===== src/rtl/vpfx_pkg.sv =====
package vpfx_pkg;

    localparam int PARCEL_W  = 16;
    localparam int KEY_W     = 7;
    localparam logic [KEY_W-1:0] HDR_KEY = {KEY_W{1'b1}};
    localparam int MODE_W    = 2;
    localparam int MODE_LSB  = 7;
    localparam int LEN_W     = 3;
    localparam int LEN_LSB   = 12;
    localparam int OFFS_W    = 5;
    localparam int PFX_W     = PARCEL_W - OFFS_W;
    localparam int NUM_SLOTS = 3;
    localparam int SLOT_P0   = 0;
    localparam int SLOT_EXT  = 1;
    localparam int SLOT_P1   = 2;

    typedef enum logic [MODE_W-1:0] {
        PM_EXTFMT = 2'b00,
        PM_SHORT  = 2'b01,
        PM_LONG   = 2'b10,
        PM_TWIN   = 2'b11
    } pmode_e;

    typedef enum logic [2:0] {
        ST_HEAD,
        ST_SHORT0,
        ST_LONG,
        ST_SHORT1,
        ST_FIN,
        ST_HOLD,
        ST_BAD
    } pstate_e;

endpackage


===== src/rtl/vpfx_hdr_decode.sv =====
module vpfx_hdr_decode
    import vpfx_pkg::*;
(
    input  logic [KEY_W-1:0]  key_i,
    input  logic [MODE_W-1:0] mode_bits_i,
    input  logic [LEN_W-1:0]  len_bits_i,
    output logic              key_ok_o,
    output pmode_e            mode_o,
    output logic [LEN_W-1:0]  len_o
);

    always_comb begin
        key_ok_o = (key_i == HDR_KEY);
        mode_o   = pmode_e'(mode_bits_i);
        len_o    = len_bits_i;
    end

endmodule


===== src/rtl/vpfx_slot.sv =====
module vpfx_slot #(
    parameter int W = 16
) (
    input  logic         clk,
    input  logic         rst_n,
    input  logic         load_i,
    input  logic [W-1:0] d_i,
    output logic [W-1:0] q_o,
    output logic         vld_o
);

    always_ff @(posedge clk) begin
        if (!rst_n) begin
            q_o   <= '0;
            vld_o <= 1'b0;
        end else if (load_i) begin
            q_o   <= d_i;
            vld_o <= 1'b1;
        end
    end

endmodule


===== src/rtl/vpfx_fsm.sv =====
module vpfx_fsm
    import vpfx_pkg::*;
(
    input  logic                 clk,
    input  logic                 rst_n,
    input  logic                 valid_i,
    input  logic                 key_ok_i,
    input  pmode_e               hdr_mode_i,
    input  pmode_e               blk_mode_i,
    output logic                 ready_o,
    output logic                 done_o,
    output logic                 err_o,
    output logic                 ld_hdr_o,
    output logic [NUM_SLOTS-1:0] ld_slot_o
);

    pstate_e state_q;
    pstate_e state_d;
    logic    take;

    // state register
    always_ff @(posedge clk) begin
        if (!rst_n) begin
            state_q <= ST_HEAD;
        end else begin
            state_q <= state_d;
        end
    end

    // next state
    always_comb begin
        state_d = state_q;
        unique case (state_q)
            ST_HEAD: begin
                if (take) begin
                    if (!key_ok_i)                   state_d = ST_BAD;
                    else if (hdr_mode_i == PM_EXTFMT) state_d = ST_FIN;
                    else                              state_d = ST_SHORT0;
                end
            end
            ST_SHORT0: begin
                if (take) state_d = (blk_mode_i == PM_SHORT) ? ST_FIN : ST_LONG;
            end
            ST_LONG: begin
                if (take) state_d = (blk_mode_i == PM_LONG) ? ST_FIN : ST_SHORT1;
            end
            ST_SHORT1: begin
                if (take) state_d = ST_FIN;
            end
            ST_FIN:  state_d = ST_HOLD;
            ST_HOLD: state_d = ST_HOLD;
            ST_BAD:  state_d = ST_BAD;
            default: state_d = ST_BAD;
        endcase
    end

    // outputs
    always_comb begin
        ready_o   = 1'b0;
        done_o    = 1'b0;
        err_o     = 1'b0;
        ld_hdr_o  = 1'b0;
        ld_slot_o = '0;
        unique case (state_q)
            ST_HEAD:   ready_o = 1'b1;
            ST_SHORT0: ready_o = 1'b1;
            ST_LONG:   ready_o = 1'b1;
            ST_SHORT1: ready_o = 1'b1;
            ST_FIN:    done_o  = 1'b1;
            ST_HOLD:   ready_o = 1'b0;
            ST_BAD:    err_o   = 1'b1;
            default:   err_o   = 1'b1;
        endcase
        take = valid_i && ready_o;
        ld_hdr_o            = take && (state_q == ST_HEAD) && key_ok_i;
        ld_slot_o[SLOT_P0]  = take && (state_q == ST_SHORT0);
        ld_slot_o[SLOT_EXT] = take && (state_q == ST_LONG);
        ld_slot_o[SLOT_P1]  = take && (state_q == ST_SHORT1);
    end

endmodule


===== src/rtl/vpfx_hdr_parser.sv =====
module vpfx_hdr_parser
    import vpfx_pkg::*;
(
    input  logic                clk,
    input  logic                rst_n,
    input  logic [PARCEL_W-1:0] parcel_i,
    input  logic                parcel_valid_i,
    output logic                parcel_ready_o,
    output logic                done_o,
    output logic                err_o,
    output logic [MODE_W-1:0]   mode_o,
    output logic [LEN_W-1:0]    blk_len_o,
    output logic                pfx0_valid_o,
    output logic [OFFS_W-1:0]   pfx0_offs_o,
    output logic [PFX_W-1:0]    pfx0_bits_o,
    output logic                vl_upd_valid_o,
    output logic [PARCEL_W-1:0] vl_upd_bits_o,
    output logic                pfx1_valid_o,
    output logic [OFFS_W-1:0]   pfx1_offs_o,
    output logic [PFX_W-1:0]    pfx1_bits_o
);

    logic                 key_ok;
    pmode_e               hdr_mode;
    logic [LEN_W-1:0]     hdr_len;
    pmode_e               mode_q;
    logic [LEN_W-1:0]     len_q;
    logic                 ld_hdr;
    logic [NUM_SLOTS-1:0] ld_slot;
    logic [PARCEL_W-1:0]  slot_q [NUM_SLOTS];
    logic [NUM_SLOTS-1:0] slot_v;

    vpfx_hdr_decode u_dec (
        .key_i       (parcel_i[KEY_W-1:0]),
        .mode_bits_i (parcel_i[MODE_LSB +: MODE_W]),
        .len_bits_i  (parcel_i[LEN_LSB +: LEN_W]),
        .key_ok_o    (key_ok),
        .mode_o      (hdr_mode),
        .len_o       (hdr_len)
    );

    vpfx_fsm u_fsm (
        .clk        (clk),
        .rst_n      (rst_n),
        .valid_i    (parcel_valid_i),
        .key_ok_i   (key_ok),
        .hdr_mode_i (hdr_mode),
        .blk_mode_i (mode_q),
        .ready_o    (parcel_ready_o),
        .done_o     (done_o),
        .err_o      (err_o),
        .ld_hdr_o   (ld_hdr),
        .ld_slot_o  (ld_slot)
    );

    always_ff @(posedge clk) begin
        if (!rst_n) begin
            mode_q <= PM_EXTFMT;
            len_q  <= '0;
        end else if (ld_hdr) begin
            mode_q <= hdr_mode;
            len_q  <= hdr_len;
        end
    end

    for (genvar g = 0; g < NUM_SLOTS; g++) begin : g_slot
        vpfx_slot #(.W(PARCEL_W)) u_slot (
            .clk    (clk),
            .rst_n  (rst_n),
            .load_i (ld_slot[g]),
            .d_i    (parcel_i),
            .q_o    (slot_q[g]),
            .vld_o  (slot_v[g])
        );
    end

    always_comb begin
        mode_o         = mode_q;
        blk_len_o      = len_q;
        pfx0_valid_o   = slot_v[SLOT_P0];
        pfx0_offs_o    = slot_q[SLOT_P0][PARCEL_W-1 -: OFFS_W];
        pfx0_bits_o    = slot_q[SLOT_P0][PFX_W-1:0];
        vl_upd_valid_o = slot_v[SLOT_EXT];
        vl_upd_bits_o  = slot_q[SLOT_EXT];
        pfx1_valid_o   = slot_v[SLOT_P1];
        pfx1_offs_o    = slot_q[SLOT_P1][PARCEL_W-1 -: OFFS_W];
        pfx1_bits_o    = slot_q[SLOT_P1][PFX_W-1:0];
    end

endmodule


===== config.mk =====
export PLATFORM = sky130hd
export DESIGN_NAME = vpfx_hdr_parser
export DESIGN_NICKNAME = d
export VERILOG_FILES = /design/src/rtl/vpfx_pkg.sv /design/src/rtl/vpfx_hdr_decode.sv /design/src/rtl/vpfx_slot.sv /design/src/rtl/vpfx_fsm.sv /design/src/rtl/vpfx_hdr_parser.sv
export SDC_FILE = /design/constraint.sdc
export NUM_CORES = 1
export LEC_CHECK = 0
export ABC_AREA = 1
export BUFFER_PORTS_ARGS = -buffer_cell sky130_fd_sc_hd__buf_2
export CORE_MARGIN = 2
export CORE_UTILIZATION = 52
export CTS_CLUSTER_SIZE = 30
export DETAILED_ROUTE_END_ITERATION = 10
export GPL_ROUTABILITY_DRIVEN = 0
export PLACE_DENSITY = 0.81
export SLEW_MARGIN = 25
export SYNTH_ARGS = -nofsm -noshare
export SYNTH_HDL_FRONTEND = slang
export SYNTH_SLANG_ARGS = --single-unit
export TNS_END_PERCENT = 5

===== constraint.sdc =====
create_clock -name clk -period 2.65 [get_ports clk]
set_clock_uncertainty 0.05 [all_clocks]
set_input_delay 0.6625 -clock clk [delete_from_list [all_inputs] [get_ports clk]]
set_output_delay 0.6625 -clock clk [all_outputs]
set_load 0.02 [all_outputs]

==> results of run 1 <==
[per-stage QoR]
| stage | power, mW | setup WS (ns) |
|---|---|---|
| floorplan | 1.30 | 0.929 |
| global placement | 1.40 | 0.813 |
| detailed placement | 1.40 | 0.785 |
| CTS | 2.26 | 0.636 |
| global route | 2.35 | 0.571 |
| finish | 2.24 | 0.653 |
[layout by cell type, fill, tap and decap left out, types with 3 or more instances in the layout]
master and instances:
nor2_1 68, nor2_4 3, dfxtp_1 59, buf_2 77
o21ai_0 39, nand2_1 14, inv_2 5, a21oi_1 25
nand3_1 5, clkbuf_8 9, inv_1 27, a21oi_2 3
o21ai_1 15
[flip-flops by register name, summed over array words and instances (netlist names)]
name	count
g_slot.u_slot.q_o	48
blk_len_o	3
g_slot.u_slot.vld_o	3
u_fsm.state_q	3
mode_o	2
[layer usage]
metal,vias to the layer above,GRT usage,part of all wire
li1,1080,-,-
met1,905,0.278,0.46
met2,85,0.325,0.45
met3,10,0.0649,0.072
met4,0,0.128,0.022
met5,-,0,0
[worst register-to-register path, stage by stage, from the launching register on]
cell     delay [ns]
dfxtp_1        0.59
nand2_1        0.14
inv_1          0.09
nand2_2        0.15
inv_2          0.33
o21ai_1        0.14
a21oi_2        0.14
[cell families after synthesis]
group	Yosys count	share of synthesized area
AND/OR/NAND/NOR	99	0.193
AO/OA/AOI/OAI	84	0.191
flip-flops	59	0.516
buffers and inverters	48	0.0990
[power breakdown]
part	leakage, nW	internal (mW)	switching, mW
logic	0.750	0.127	0.262
registers	0.478	0.954	0.0459
clock network	0.103	0.527	0.330
total	1.33	1.61	0.637
[synth_stat cells (2+ instances only)]
library cell / number
o21ai_0: 39
buf_6: 3
buf_4: 2
dfxtp_1: 59
a21oi_2: 3
a21oi_1: 25
nand2_2: 2
nor2_1: 68
o21ai_1: 15
nand2_1: 14
nand3_1: 5
buf_2: 4
clkbuf_1: 4
nor2_4: 3
inv_1: 27
inv_2: 5
[final timing paths]
path                                                             from                                     to  cells past startpoint
worst min register to register  g_slot[1].u_slot.q_o[11]$_SDFFE_PN0P_  g_slot[1].u_slot.q_o[11]$_SDFFE_PN0P_                      2
worst max register to register          u_fsm.state_q[1]$_SDFFE_PN0P_   g_slot[2].u_slot.q_o[8]$_SDFFE_PN0P_                      6
worst min-delay path            g_slot[1].u_slot.q_o[11]$_SDFFE_PN0P_  g_slot[1].u_slot.q_o[11]$_SDFFE_PN0P_                      2
worst max-delay path                    u_fsm.state_q[1]$_SDFFE_PN0P_                                  err_o                      3
[cell type report]
cell class / instances / area [sq um] / area share
Clock buffer: 11 / 131 / 0.0461
Clock inverter: 5 / 77.6 / 0.0272
Inverter: 32 / 120 / 0.0422
Multi-Input combinational cell: 183 / 880 / 0.309
Sequential cell: 59 / 1180 / 0.415
Tap cell: 52 / 65.1 / 0.0228
Timing Repair Buffer: 78 / 393 / 0.138
==> results.sh, run 1 <==
export IMPL_p_leak_nw=1.33
export IMPL_cp_end_kind="output port"
export IMPL_placedCellCount=404
export IMPL_grt_antenna_before_repair=0
export IMPL_fillers=377
export IMPL_crit_family="flip-flops"
export IMPL_vias=2080
export IMPL_synth_seq_cells=59
export IMPL_rsz0062_at_grt="false"
export IMPL_min_period_ns=2.00
export IMPL_drt_wl_total_mm=5.24
export IMPL_cp_slowest_cell="dfxtp_1"
export IMPL_die_area_sq_um=4940
export IMPL_path_max_fanout=9
export IMPL_slew_violations=0
export IMPL_avgRoutedWirePerCell_um=12.5
export IMPL_fin_tns_setup_ns=0
export IMPL_areaGrowthSynthToFinish_pct=24.5
export IMPL_path_buf_inv=2
export IMPL_initial_utilization=0.533
export IMPL_coreArea_sq_um=4290
export IMPL_syn_area_sq_um=2290
export IMPL_cts_sinks=59
export IMPL_cts_tree="built"
export IMPL_final_hold_viol_count=0
export IMPL_yosysWarnings=0
export IMPL_critical_path_class="reg -> out"
export IMPL_dp_hpwl_mm=3.59
export IMPL_timing_hold_ws_ns=0.390
export IMPL_status="finished, final reports clean"
export IMPL_worstPathArrival_ns=1.28
export IMPL_worst_pin_slew_ns=0.609
export IMPL_relSlewSlack=0.594
export IMPL_timing_fmax_ghz=0.501
export IMPL_ys_flop_type="dfxtp_1"
export IMPL_synth_area_leader_cell="dfxtp_1"
export IMPL_cp_slowest_stage_delay_ns=0.59
export IMPL_worstSetupStartpointType="flip-flop"
export IMPL_clkTransAtPathRegs_ns=0.06
export IMPL_synth_distinct_cells=28
export IMPL_port_buffers=77
export IMPL_dr_pass1_iters=6
export IMPL_post_route_util=0.663
export IMPL_clkLatencyLatePin_ns=0.32
export IMPL_antenna_cells=0
export IMPL_grt_total_usage=0.218
export IMPL_numCtsBuffers=9
export IMPL_synth_top_area_share=0.516
export IMPL_place_area_sq_um=2640
export IMPL_holdCritPathClass="reg -> reg"
export IMPL_required_ns=1.94
export IMPL_cts_setup_buffers=0
export IMPL_maxCapViolations=0
export IMPL_drc=0
export IMPL_finalSetupViolations=0
export IMPL_clock_root_buffer="clkbuf_8"
export IMPL_ant_nets=0
export IMPL_clock_path_buffers=2
export IMPL_ys_seq_area_frac=0.516
export IMPL_htreeDepth=3
export IMPL_route_detailed_vias_per_inst=4.95
export IMPL_final_cell_area_sq_um=2850
export IMPL_avgSynthCellArea_sq_um=7.89
export IMPL_io_pins=78
export IMPL_fp_dieW_um=70.3
export IMPL_cts_resized_gates=0
export IMPL_postCtsHoldBufs=0
export IMPL_overflow=0
export IMPL_fin_cells=420
export IMPL_rows=24
export IMPL_synth_edf_count=0
export IMPL_crit_path_cell_trace="nand2_1 > inv_1 > buf_2"
export IMPL_grt_max_degree=43
export IMPL_ir_worst_vdd_uv=489
export IMPL_synth_nets=309
export IMPL_netlist_instances=290
export IMPL_synth_async_sr_flop_share=0
export IMPL_synth_area_leaders="dfxtp_1 52%, nor2_1 11%, o21ai_0 8.5%"
export IMPL_worst_r2r_setup_slack_ns=0.96
export IMPL_drt_initial_drc_count=136
export IMPL_grt_pass1_vias=1864
export IMPL_die_height_um=70.3
export IMPL_timing_final_crit_share=0.754
export IMPL_finalNetCount=382
export IMPL_grt_pass1_wl_mm=8.44
export IMPL_drive_above_1_share=0.302
export IMPL_power_density_nw_per_um2=788
Power figures use the tool's default switching activity.
==> run 2, diff against run 1 <==
- CORE_UTILIZATION: 52 -> 49
- PLACE_DENSITY: 0.81 -> 0.77
- clock period: 2.65 -> 2.09 ns (I/O delays scaled with it)
==> run 2 against run 1 <==
Compared with the run above: clock power is 7.2% higher; final cell count is 0.24% higher; cell area is 0.53% lower; largest power group unchanged.
==> results.sh, run 2 (synthesis results as in run 1) <==
export IMPL_status="finished, final reports clean"
export IMPL_drt_initial_drc_count=165
export IMPL_clock_path_buffers=2
export IMPL_met2_usage=0.340
export IMPL_fp_dieW_um=72.3
export IMPL_critical_path_class="reg -> out"
export IMPL_r2r_cells=6
export IMPL_path_max_fanout=9
export IMPL_htreeDepth=3
export IMPL_min_period_ns=1.86
export IMPL_holdCritPathClass="reg -> reg"
export IMPL_relSlewSlack=0.699
export IMPL_maxCapViolations=0
export IMPL_areaGrowthSynthToFinish_pct=23.9
export IMPL_place_area_sq_um=2650
export IMPL_ant_nets=0
export IMPL_worst_r2r_setup_slack_ns=0.45
export IMPL_rsz0062_at_grt="false"
export IMPL_postCtsHoldBufs=0
export IMPL_clock_root_buffer="clkbuf_8"
export IMPL_vias=2072
export IMPL_antenna_cells=0
export IMPL_dr_pass1_iters=5
export IMPL_finalSetupViolations=0
export IMPL_layout_common_cells="77 x buf_2, 68 x nor2_1, 59 x dfxtp_1"
export IMPL_layout_setup_ws_ns=0.232
export IMPL_required_ns=1.52
export IMPL_coreArea_sq_um=4410
export IMPL_finalNetCount=384
export IMPL_overflow=0
export IMPL_worstReg2RegEnd="g_slot[2].u_slot.q_o[7]$_SDFFE_PN0P_"
export IMPL_cts_tree="built"
export IMPL_grt_pass1_vias=1951
export IMPL_grtUsageMet3=0.0708
export IMPL_power_density_nw_per_um2=946
export IMPL_final_cell_area_sq_um=2830
export IMPL_drive_above_1_share=0.306
export IMPL_grt_antenna_before_repair=0
export IMPL_place_ws_ns=0.379
export IMPL_cts_resized_gates=0
export IMPL_timing_final_crit_share=0.889
export IMPL_grt_total_usage=0.214
export IMPL_top_usage_layer="met2"
export IMPL_drt_wl_total_mm=5.19
export IMPL_final_hold_viol_count=0
export IMPL_ir_worst_vdd_uv=469
export IMPL_fillers=395
export IMPL_grt_max_degree=34
export IMPL_cts_setup_buffers=0
export IMPL_r2r_start="u_fsm.state_q[1]$_SDFFE_PN0P_"
export IMPL_worst_pin_slew_ns=0.451
export IMPL_post_route_util=0.642
export IMPL_worstSetupStartpointType="flip-flop"
export IMPL_die_height_um=72.3
export IMPL_port_buffers=77
export IMPL_dp_hpwl_mm=3.66
export IMPL_slew_violations=0
export IMPL_avgRoutedWirePerCell_um=12.3
export IMPL_largest_register="g_slot.u_slot.q_o"
export IMPL_worstHoldPathCells=2
export IMPL_cp_end_kind="output port"
export IMPL_p_total_mw=2.68
export IMPL_fin_tns_setup_ns=0
export IMPL_timing_fmax_ghz=0.538
export IMPL_clkLatencyLatePin_ns=0.32
export IMPL_rows=24
export IMPL_io_pins=78
export IMPL_initial_utilization=0.518
export IMPL_grt_pass1_wl_mm=8.63
export IMPL_cts_sinks=59
export IMPL_largest_register_ffs=48
export IMPL_worstPathArrival_ns=1.29
export IMPL_numCtsBuffers=9
export IMPL_drc=0
export IMPL_use_met1=0.271
export IMPL_hold_end="g_slot[1].u_slot.q_o[4]$_SDFFE_PN0P_"
export IMPL_die_area_sq_um=5230
export IMPL_clkTransAtPathRegs_ns=0.06
export IMPL_route_detailed_vias_per_inst=4.92
export IMPL_min_from="g_slot[1].u_slot.q_o[4]$_SDFFE_PN0P_"
export IMPL_layout_commonest_cell="buf_2"
export IMPL_p_leak_nw=1.33
-- run 2: how the worst max path moves through the flow --
stage,from,end,slack (ns),cells after the start
floorplan,u_fsm.state_q[2]$_SDFFE_PN0P_,done_o,0.51,2
global placement,parcel_valid_i,g_slot[2].u_slot.q_o[7]$_SDFFE_PN0P_,0.43,7
detailed placement,parcel_valid_i,g_slot[2].u_slot.q_o[8]$_SDFFE_PN0P_,0.38,7
CTS,u_fsm.state_q[1]$_SDFFE_PN0P_,err_o,0.21,3
global route,u_fsm.state_q[1]$_SDFFE_PN0P_,err_o,0.09,3
finish,u_fsm.state_q[1]$_SDFFE_PN0P_,err_o,0.23,3
-- run 2: worst max-delay path: stages, from the launching register on --
cell and delay (ns):
dfxtp_1 0.60, nand2_1 0.14, inv_1 0.07, buf_2 0.15
-- run 2: through the flow --
step	std cells	hold slack, ns
6_report	421	0.390
5_1_grt	421	0.411
4_1_cts	421	0.394
3_5_place_dp	406	0.384
3_3_place_gp	406	0.379
2_1_floorplan	290	0.470
-- run 2: report_power, final --
group          internal, mW  total [mW]  switching, mW
clock                 0.517       0.919          0.403
sequential             1.21        1.27         0.0591
combinational         0.163       0.493          0.329
total                  1.89        2.68          0.791
-- run 2: per-layer routing --
metal / up-vias / wire (um)
li1: 1081 / -
met1: 912 / 2300
met2: 73 / 2390
met3: 6 / 448
met4: 0 / 52
met5: - / 0
-- run 2: cell type report --
type                       count  area (sq um)  share of cell area
timing repair buffer          80           408               0.144
sequential                    59          1180               0.417
clock inverter                 2          10.0             0.00353
multi-input combinational    183           880               0.311
clock buffer                  13           169              0.0596
inverter                      32           120              0.0424
tap                           52          65.1              0.0230
==> run 3, diff against run 2 <==
- ABC_AREA: 1 -> 0
==> run 3 against run 2 <==
Compared with the run above: global-route usage increased by 1.5 points; clock power increased by 14%; synthesized cell count decreased by 3.1%; non-clock buffer count increased by 7; routed wire length increased by 8.3%; highest routed layer unchanged.
==> results.sh, run 3 <==
export IMPL_netlist_instances=281
export IMPL_areaGrowthSynthToFinish_pct=27.9
export IMPL_synth_top_area_share=0.520
export IMPL_clock_path_buffers=2
export IMPL_critical_path_class="reg -> out"
export IMPL_worst_pin_slew_ns=0.587
export IMPL_postCtsHoldBufs=0
export IMPL_cts_setup_buffers=0
export IMPL_port_buffers=77
export IMPL_rows=24
export IMPL_crit_family="flip-flops"
export IMPL_drt_initial_drc_count=171
export IMPL_finalSetupViolations=0
export IMPL_worstSetupStartpointType="flip-flop"
export IMPL_die_area_sq_um=5190
export IMPL_htreeDepth=3
export IMPL_p_leak_nw=1.28
export IMPL_path_buf_inv=2
export IMPL_avgSynthCellArea_sq_um=8.08
export IMPL_worstPathArrival_ns=1.34
export IMPL_synth_nets=300
export IMPL_timing_final_crit_share=0.916
export IMPL_synth_distinct_cells=31
export IMPL_p_total_mw=2.70
export IMPL_layout_common_cells="102 x nand2_1, 77 x buf_2, 59 x dfxtp_1"
export IMPL_ant_nets=0
export IMPL_power_density_nw_per_um2=930
export IMPL_cts_tree="built"
export IMPL_io_pins=78
export IMPL_ys_flop_type="dfxtp_1"
export IMPL_clkTransAtPathRegs_ns=0.07
export IMPL_finalNetCount=379
export IMPL_grt_pass1_vias=1959
export IMPL_drt_wl_total_mm=5.62
export IMPL_cts_sinks=59
export IMPL_ir_worst_vdd_uv=502
export IMPL_synth_area_leaders="dfxtp_1 52%, nand2_1 17%, a21oi_1 7.1%"
export IMPL_clock_root_buffer="clkbuf_8"
export IMPL_avgRoutedWirePerCell_um=13.5
export IMPL_synth_edf_count=0
export IMPL_r2r_cells=4
export IMPL_initial_utilization=0.514
export IMPL_syn_area_sq_um=2270
export IMPL_grt_pass1_wl_mm=9.17
export IMPL_ys_seq_area_frac=0.520
export IMPL_slew_violations=0
export IMPL_cp_end_kind="output port"
export IMPL_cp_slowest_stage_delay_ns=0.48
export IMPL_timing_fmax_ghz=0.522
export IMPL_synth_area_leader_cell="dfxtp_1"
export IMPL_dp_hpwl_mm=3.88
export IMPL_crit_path_cell_trace="inv_1 > nor3_1 > buf_2"
export IMPL_worstHoldPathCells=2
export IMPL_grt_total_usage=0.230
export IMPL_synth_common_cells="102 x nand2_1, 59 x dfxtp_1, 32 x a21oi_1"
export IMPL_yosysMostFrequentCell="nand2_1"
export IMPL_final_hold_viol_count=0
export IMPL_fp_dieW_um=72.1
export IMPL_path_max_fanout=9
export IMPL_die_height_um=72.1
export IMPL_cts_resized_gates=0
export IMPL_grt_antenna_before_repair=0
export IMPL_largest_register="g_slot.u_slot.q_o"
export IMPL_antenna_cells=0
export IMPL_status="finished, final reports clean"
export IMPL_yosysWarnings=0
export IMPL_clkLatencyLatePin_ns=0.33
export IMPL_grt_max_degree=33
export IMPL_rsz0062_at_grt="false"
export IMPL_cp_slowest_cell="dfxtp_1"
export IMPL_dr_pass1_iters=4
export IMPL_cp_depth=3
export IMPL_final_cell_area_sq_um=2900
export IMPL_min_period_ns=1.91
export IMPL_relSlewSlack=0.609
export IMPL_vias=2165
export IMPL_largest_register_ffs=48
export IMPL_fin_tns_setup_ns=0
export IMPL_drc=0
export IMPL_overflow=0
export IMPL_maxCapViolations=0
export IMPL_coreArea_sq_um=4410
export IMPL_route_detailed_vias_per_inst=5.19
export IMPL_holdCritPathClass="reg -> reg"
export IMPL_layout_commonest_cell="nand2_1"
export IMPL_drive_above_1_share=0.288
export IMPL_synth_seq_cells=59
export IMPL_required_ns=1.52
export IMPL_place_area_sq_um=2700
export IMPL_synth_async_sr_flop_share=0
export IMPL_numCtsBuffers=9
## run 3: final cells by class
class | count | area (sq um)
flip-flops and latches | 59 | 1180
repair buffers | 87 | 460
clock buffers | 12 | 155
inverters | 4 | 15.0
well taps | 52 | 65.1
clock inverters | 4 | 48.8
multi-input cells | 199 | 977
fillers | 407 | 1510
## run 3: worst paths after layout
check,start,endpoint,slack (ns)
worst max-delay path,u_fsm.state_q[2]$_SDFFE_PN0P_,done_o,0.18
worst min-delay path,g_slot[2].u_slot.q_o[12]$_SDFFE_PN0P_,g_slot[2].u_slot.q_o[12]$_SDFFE_PN0P_,0.40
worst max register to register,u_fsm.state_q[0]$_SDFFE_PN0P_,blk_len_o[2]$_SDFFE_PN0P_,0.37
worst min register to register,g_slot[2].u_slot.q_o[12]$_SDFFE_PN0P_,g_slot[2].u_slot.q_o[12]$_SDFFE_PN0P_,0.40
## run 3: power by group
| group | internal, mW | total, mW | switching, mW |
|---|---|---|---|
| Clock | 0.614 | 1.05 | 0.440 |
| Sequential | 1.19 | 1.25 | 0.0602 |
| Combinational | 0.143 | 0.399 | 0.256 |
## run 3: kinds of logic (layout without fill, tap and decap cells)
family	after synthesis	in the layout	synth area share
simple gates	132	132	0.250
buf+inv	23	107	0.0491
compound gates	66	66	0.176
xor+xnor	1	1	0.00386
flops	59	59	0.520
## run 3: tightest hold or removal path, stage by stage (launching register included)
cell     delay (ns)
dfxtp_1        0.31
nand2_1        0.05
a21oi_1        0.05
## run 3: per-stage QoR
stage	util	std cells	setup WS, ns	hold slack [ns]
6_report	0.658	417	0.175	0.400
5_1_grt	0.658	417	0.0844	0.395
4_1_cts	0.658	417	0.164	0.387
3_5_place_dp	0.611	401	0.253	0.395
3_3_place_gp	0.611	401	0.272	0.389
2_1_floorplan	-	281	0.434	0.481
## run 3: layer usage
layer | vias to the layer above | global-route usage | routed length [um]
li1 | 1085 | - | -
met1 | 992 | 0.282 | 2470
met5 | - | 0 | 0
met2 | 79 | 0.355 | 2660
met3 | 9 | 0.101 | 394
met4 | 0 | 0.0901 | 93
